$ cat config.mk
export PLATFORM = sky130hd
export DESIGN_NAME = lsdec_unit
export DESIGN_NICKNAME = d
export VERILOG_FILES = /design/src/rtl/lsdec_pkg.sv /design/src/rtl/lsdec_class.sv /design/src/rtl/lsdec_agen.sv /design/src/rtl/lsdec_unit.sv
export SDC_FILE = /design/constraint.sdc
export NUM_CORES = 1
export LEC_CHECK = 0
export BUFFER_PORTS_ARGS = -buffer_cell sky130_fd_sc_hd__buf_2
export CORE_MARGIN = 8
export CORE_UTILIZATION = 40
export DETAILED_ROUTE_END_ITERATION = 12
export PLACE_DENSITY_LB_ADDON = 0.12
export SYNTH_ARGS = -nofsm -noshare
export SYNTH_HDL_FRONTEND = slang
export SYNTH_SLANG_ARGS = --single-unit
$ cat constraint.sdc
create_clock -name clk -period 4.3 [get_ports clk]
set_input_delay 0.86 -clock clk [delete_from_list [all_inputs] [get_ports clk]]
set_output_delay 0.86 -clock clk [all_outputs]
set_load 0.02 [all_outputs]
$ cat src/rtl/lsdec_pkg.sv
package lsdec_pkg;

    typedef enum logic [2:0] {
        CLS_LOAD   = 3'd0,
        CLS_STORE  = 3'd1,
        CLS_ATOMIC = 3'd2,
        CLS_SWAP   = 3'd3,
        CLS_NOP    = 3'd4,
        CLS_FAULT  = 3'd5
    } op_class_e;

    typedef enum logic [1:0] {
        SZ_8  = 2'd0,
        SZ_16 = 2'd1,
        SZ_32 = 2'd2,
        SZ_64 = 2'd3
    } acc_size_e;

    typedef struct packed {
        op_class_e cls;
        acc_size_e size;
        logic      sext;
        logic      pair;
        logic      alt;
        logic      fpr;
        logic      fsr;
        logic      keep_hi;
        logic      illegal;
    } dec_t;

    localparam int OP3_W = 6;

endpackage

$ cat src/rtl/lsdec_class.sv
module lsdec_class
    import lsdec_pkg::*;
(
    input  logic [OP3_W-1:0] op3,
    input  logic             x_bit,
    output dec_t             dec
);

    // Integer half of the map: bit 4 picks alternate space, low nibble the op.
    dec_t int_d;
    always_comb begin
        int_d         = '0;
        int_d.cls     = CLS_LOAD;
        int_d.alt     = op3[4];
        unique case (op3[3:0])
            4'h0: int_d.size = SZ_32;
            4'h1: int_d.size = SZ_8;
            4'h2: int_d.size = SZ_16;
            4'h3: begin int_d.size = SZ_64; int_d.pair = 1'b1; end
            4'h4: begin int_d.cls = CLS_STORE; int_d.size = SZ_32; end
            4'h5: begin int_d.cls = CLS_STORE; int_d.size = SZ_8;  end
            4'h6: begin int_d.cls = CLS_STORE; int_d.size = SZ_16; end
            4'h7: begin
                int_d.cls  = CLS_STORE;
                int_d.size = SZ_64;
                int_d.pair = 1'b1;
            end
            4'h8: begin int_d.size = SZ_32; int_d.sext = 1'b1; end
            4'h9: begin int_d.size = SZ_8;  int_d.sext = 1'b1; end
            4'hA: begin int_d.size = SZ_16; int_d.sext = 1'b1; end
            4'hB: int_d.size = SZ_64;
            4'hC: begin
                int_d.cls     = CLS_FAULT;
                int_d.alt     = 1'b0;
                int_d.illegal = 1'b1;
            end
            4'hD: begin int_d.cls = CLS_ATOMIC; int_d.size = SZ_8;  end
            4'hE: begin int_d.cls = CLS_STORE;  int_d.size = SZ_64; end
            4'hF: begin int_d.cls = CLS_SWAP;   int_d.size = SZ_32; end
            default: ;
        endcase
    end

    // Floating-point half of the map.
    dec_t fp_d;
    always_comb begin
        fp_d         = '0;
        fp_d.cls     = CLS_FAULT;
        fp_d.illegal = 1'b1;
        unique case (op3[4:0])
            5'h00, 5'h10: begin
                fp_d.cls = CLS_LOAD;  fp_d.size = SZ_32;
                fp_d.fpr = 1'b1;      fp_d.illegal = 1'b0;
                fp_d.alt = op3[4];
            end
            5'h03, 5'h13: begin
                fp_d.cls = CLS_LOAD;  fp_d.size = SZ_64;
                fp_d.fpr = 1'b1;      fp_d.illegal = 1'b0;
                fp_d.alt = op3[4];
            end
            5'h04, 5'h14: begin
                fp_d.cls = CLS_STORE; fp_d.size = SZ_32;
                fp_d.fpr = 1'b1;      fp_d.illegal = 1'b0;
                fp_d.alt = op3[4];
            end
            5'h07, 5'h17: begin
                fp_d.cls = CLS_STORE; fp_d.size = SZ_64;
                fp_d.fpr = 1'b1;      fp_d.illegal = 1'b0;
                fp_d.alt = op3[4];
            end
            5'h01: begin
                fp_d.cls     = CLS_LOAD;
                fp_d.size    = x_bit ? SZ_64 : SZ_32;
                fp_d.fsr     = 1'b1;
                fp_d.keep_hi = ~x_bit;
                fp_d.illegal = 1'b0;
            end
            5'h05: begin
                fp_d.cls     = CLS_STORE;
                fp_d.size    = x_bit ? SZ_64 : SZ_32;
                fp_d.fsr     = 1'b1;
                fp_d.illegal = 1'b0;
            end
            5'h02, 5'h06, 5'h12, 5'h16: fp_d.illegal = 1'b0;
            5'h0D: begin
                fp_d.cls     = CLS_NOP;
                fp_d.illegal = 1'b0;
            end
            default: ;
        endcase
    end

    assign dec = op3[5] ? fp_d : int_d;

endmodule

$ cat src/rtl/lsdec_agen.sv
module lsdec_agen #(
    parameter int XLEN  = 64,
    parameter int IMM_W = 13
) (
    input  logic [XLEN-1:0]  rs1_val,
    input  logic [XLEN-1:0]  rs2_val,
    input  logic [IMM_W-1:0] simm,
    input  logic             imm_mode,
    output logic [XLEN-1:0]  ea
);

    localparam int EXT_W = XLEN - IMM_W;

    logic [XLEN-1:0] imm_ext;

    generate
        if (EXT_W > 0) begin : g_ext
            assign imm_ext = {{EXT_W{simm[IMM_W-1]}}, simm};
        end else begin : g_trunc
            assign imm_ext = simm[XLEN-1:0];
        end
    endgenerate

    logic [XLEN-1:0] addend;
    assign addend = imm_mode ? imm_ext : rs2_val;
    assign ea     = rs1_val + addend;

endmodule

$ cat src/rtl/lsdec_unit.sv
module lsdec_unit
    import lsdec_pkg::*;
#(
    parameter int XLEN  = 64,
    parameter int IMM_W = 13
) (
    input  logic             clk,
    input  logic             rst_n,
    input  logic             in_valid,
    input  logic [5:0]       op3,
    input  logic             x_bit,
    input  logic             imm_mode,
    input  logic [XLEN-1:0]  rs1_val,
    input  logic [XLEN-1:0]  rs2_val,
    input  logic [IMM_W-1:0] simm13,
    output logic             out_valid,
    output logic [2:0]       op_class,
    output logic [1:0]       acc_size,
    output logic             sign_ext,
    output logic             reg_pair,
    output logic             alt_space,
    output logic             fp_reg,
    output logic             fsr_xfer,
    output logic             fsr_keep_hi,
    output logic             illegal,
    output logic [XLEN-1:0]  eff_addr
);

    typedef struct packed {
        logic            valid;
        dec_t            dec;
        logic [XLEN-1:0] ea;
    } stage_t;

    dec_t            dec_w;
    logic [XLEN-1:0] ea_w;

    lsdec_class u_class (
        .op3   (op3),
        .x_bit (x_bit),
        .dec   (dec_w)
    );

    lsdec_agen #(.XLEN(XLEN), .IMM_W(IMM_W)) u_agen (
        .rs1_val  (rs1_val),
        .rs2_val  (rs2_val),
        .simm     (simm13),
        .imm_mode (imm_mode),
        .ea       (ea_w)
    );

    stage_t st_d, st_q;

    always_comb begin
        st_d       = st_q;
        st_d.valid = in_valid;
        if (in_valid) begin
            st_d.dec = dec_w;
            st_d.ea  = ea_w;
        end
    end

    always_ff @(posedge clk) begin
        if (!rst_n) st_q <= '0;
        else        st_q <= st_d;
    end

    assign out_valid   = st_q.valid;
    assign op_class    = st_q.dec.cls;
    assign acc_size    = st_q.dec.size;
    assign sign_ext    = st_q.dec.sext;
    assign reg_pair    = st_q.dec.pair;
    assign alt_space   = st_q.dec.alt;
    assign fp_reg      = st_q.dec.fpr;
    assign fsr_xfer    = st_q.dec.fsr;
    assign fsr_keep_hi = st_q.dec.keep_hi;
    assign illegal     = st_q.dec.illegal;
    assign eff_addr    = st_q.ea;

endmodule

# == Word-level counts from Yosys, hierarchy flattened ==
# Cells that the tools add are included.
# totals
regBits,77
latch_bits,0
ram_bits,0
rom_bits,0
inputBits,152
output_inout_bits,77
word_cells,71
mem_count,0
# classes
add_sub_neg,1
mul,0
n_div,0
n_lt_le_gt_ge,0
n_eq_ne,28
shifts,0
n_mux,15
n_bitwise,1
n_reduce_logical,15
# op_table
op,n
$add 64x64->64,1
$mux 64,1
$eq 4x4->1 const B,8
$eq 5x5->1 const B,6
$eq 5x3->1 const B,4
$eq 4x3->1 const B,4
$reduce_or 4->1,4
$reduce_or 15->1,1
$reduce_or 5->1,3
$mux 12,1
$pmux 2 s3,2
$pmux 3 s4,1
$eq 5x2->1 const B,2
$pmux 3 s3,1
$eq 4x2->1 const B,2
$mux 1,8
$reduce_or 8->1,1
$reduce_or 3->1,2
$eq 5x1->1 const B,1
$eq 5x4->1 const B,1
$logic_not 5->1,1
$logic_not 4->1,1
$reduce_or 2->1,2
$mux 2,1
$not 1->1,1

# == Longest topological paths before layout ==
# depth
depth_word,4
mapped_depth,14
mapped_depth_nobuf,13

# == Modules after synthesis ==
# From an unflattened synthesis, not the netlist that was laid out.
# hier_totals
hier_cells,947
area_unflattened_um2,7469.7
# by_module_without_submodules
mod,n_inst,cells_each,area_per_inst_um2,seq_area_each_um2
lsdec_agen,1,658,4259.1,0.0
lsdec_unit,1,247,2930.3,1541.5
lsdec_class,1,42,280.3,0.0

# == Worst setup path before layout ==
# No wires, ideal clock.
# synth_path
kind,input to register
start,in imm_mode
end,reg st_q (netlist bit eff_addr[50])
setup_ns,0.122
t_arrival_ns,4.112
required_ns,4.178
path_slack_ns,0.066
cell_stages,13
path_buffers,3
path_cell_list,clkbuf_1 -> clkbuf_1 -> mux2_2 -> ha_1 -> buf_6 -> a211oi_2 -> nor2_1 -> or3_4 -> o311a_1 -> o41ai_2 -> a21oi_1 -> mux2i_1 -> a311o_1
# synth_via
elab_chain_len,2
# synth_rtl
element,line_no,source
from (decl),lsdec_unit.sv:12,"input logic imm_mode,"
$mux 64,lsdec_agen.sv:25,assign addend = imm_mode ? imm_ext : rs2_val;
$add 64x64->64,lsdec_agen.sv:26,assign ea = rs1_val + addend;
to (signal assigned),lsdec_unit.sv:65,else st_q <= st_d;
to (decl),lsdec_unit.sv:52,"stage_t st_d, st_q;"
# No other way between the ends.
# A chain may end at the register's enable or synchronous reset.

# == Worst setup path after layout ==
# layout_path
start,in imm_mode
end,reg st_q (netlist bit eff_addr[62])
# The elaborated chain is that of the path after synthesis.

==> qor.yml <==
status: "finished clean"
clock_latency_ps: 350
pwr-share-comb_pct: 42.7
die_h_um: 152
netlist.area_leader.share_pct: 20.8
async_reset_ff_share_pct: 0
cts_sinks: 77
final_cell_area_um2: 9110
yosysWarnings: 0
period_minus_slack_ps: 4000
final_common_cell: "buf_2"
cts_tree: "yes"
final_cell_mix: "buf_2 (228), o21ai_0 (103), a21oi_1 (88), nor2_1 (85), dfxtp_1 (77)"
synth_seq_area_share_pct: 20.8
synth_top_family_by_area: "compound AO/OA/AOI/OAI gates"
die_x_um: 152
place_ws_ps: -12.8
syn_to_final_growth_pct: 22.9
place.gp.congestion: 0.909
cts.reportedPaths.clkPinSlew_ps: 60
htree_levels: 3
hold_buffers: 0
core_um2: 18500
synth-seq-cells: 77
ios: 229
final_cells: 1452
hold_ws_ps: 462
vdd_drop_max_mv: 0.220
syn_area_per_cell_um2: 7.33
min_period_over_period_pct: 93.1
multiInputGateArea_um2: 5280
seq_area_um2: 1540
syn_nets: 1228
antenna_found_initial: 1
start_util_pct: 40.2
power_mw: 3.00
p_leak_nw: 4.51
synth_edf_count: 0
hold_viol_final: 0
yosysTopAreaCell: "dfxtp_1"
grt_usage_pct: 21.7
place.detailed.hpwl_um: 20400
fin_tns_setup_ps: 0
dieArea_um2: 23200
drcViolationCount: 0
worst_pin_slew_ps: 741
cts_resized: 0
cts_setup_buffers: 0
synthAdderAreaFrac_pct: 10.9
root_buffer: "clkbuf_16"
dp.cells: 1435
synthesis.area_um2: 7420
cp-startpoint: "imm_mode"
fin_util_pct: 49.4
cts_buffers: 9
fin_nets: 1428
fin_skew_ps: 0
yosys.area_share.xor_xnor_pct: 5.55
setup_viol: 0
required_ps: 4510
grt.overflow.total: 0
port_buffers: 228
vias_per_cell: 5.50
path_max_fanout: 37
num-fill-cells: 1932
ff2ff_path_depth: 3
p_int_mw: 1.84
grt_pass1_vias: 8112
start_kind: "primary input"
cts_max_path_buffers: 2
swShare_pct: 38.8
place_area_um2: 8780
r2r_end: "eff_addr[57]"
setup_slack_ps: 295
synthCells: 1012
report.final.slew_viol_count: 0
drive_gt1_share_pct: 25.9
drv_cap: 0
drtIter0Drc: 519
synthMuxAreaShare_pct: 6.12
p_switching_mw: 1.16
first_pass_iters: 5
largest_reg_flops: 64
grt_max_degree: 46
hp-class: "reg -> reg"
end_kind: "flip-flop"
post_drt_wl_per_cell_um: 17.6
worstSetupPathType: "in -> reg"
power.share.sequential_pct: 28.1
synth-compound-area-share_pct: 28.8
cp-endpoint: "eff_addr[62]"
antenna_left: 0
cp.arrival_ps: 4220
r2r_slack_ps: 3410
drt_wl_total_um: 25600
ys.flop_type: "dfxtp_1"
rsz0062_at_grt: "no"
ys_types: 83
clock.fmax_mhz: 250
power-per-cell-area_nw_per_um2: 329
num_rows: 50
yosys.area_share.simple_pct: 19.8
vias: 7992
slew_headroom_pct: 50.6
reg2reg_from: "eff_addr[57]"
pwr-share-clk_pct: 29.1
grt_pass1_wl_um: 41600
synthTopCellsByArea: "dfxtp_1 (21%), ha_1 (11%), o21ai_0 (6.9%)"
[final cells by class]
cell class | count | share of cell area (%)
clock buffers | 10 | 2.62
flip-flops and latches | 77 | 16.9
inverters | 73 | 3.01
repair buffers | 260 | 15.3
diodes | 1 | 0.0275
well taps | 234 | 3.21
multi-input cells | 791 | 57.9
clock inverters | 6 | 1.03
[worst max-delay path, cell delays in order]
cell,delay [ps]
buf_2,110
buf_12,200
mux2_2,360
ha_1,380
a211oi_2,250
nor2_1,90
or3_4,390
o311a_1,390
o41ai_2,480
a21oi_1,230
a41oi_2,230
xor2_1,160
o21ai_1,60
[synth_stat cells (all sizes together) (17+ instances only)]
| library cell | number |
|---|---|
| a21o | 34 |
| a21oi | 89 |
| a31oi | 18 |
| clkbuf | 54 |
| dfxtp | 77 |
| ha | 63 |
| inv | 73 |
| mux2i | 33 |
| nand2 | 70 |
| nand3 | 44 |
| nand4 | 28 |
| nor2 | 85 |
| nor3 | 17 |
| o21ai | 107 |
| xnor2 | 23 |
| xor2 | 24 |
[layer usage]
layer  track usage (%)  vias up  share of wire, %
met1              27.1     3662                45
met5                 0        -                 0
met2              36.4      229                47
li1                  -     4062                 -
met3              3.91       39               5.2
met4              8.47        0               2.8
[power groups by stage]
stage | Combinational [mW] | Sequential, mW | Clock, mW
2_1_floorplan | 0.782 | 0.952 | 0
3_3_place_gp | 1.28 | 0.859 | 0
3_5_place_dp | 1.27 | 0.861 | 0
4_1_cts | 1.28 | 0.845 | 0.896
5_1_grt | 1.41 | 0.853 | 0.921
6_report | 1.28 | 0.844 | 0.874
[cell families after synthesis]
logic type                 Yosys count
DFF                                 77
buffers and inverters              144
muxes                               44
and+or+nand+nor                    298
adders and majority gates           64
xor gates and xnor gates            47
AOI/OAI and AO/OA                  338
[how the worst min path moves through the flow]
stage,end,cells after the start,from
6_report,eff_addr[62],2,eff_addr[62]
4_1_cts,eff_addr[62],2,eff_addr[62]
3_5_place_dp,eff_addr[62],2,eff_addr[62]
5_1_grt,sign_ext,2,sign_ext
3_3_place_gp,fsr_keep_hi,2,fsr_keep_hi
2_1_floorplan,eff_addr[62],2,eff_addr[62]
(Power assumes the default switching activity.)
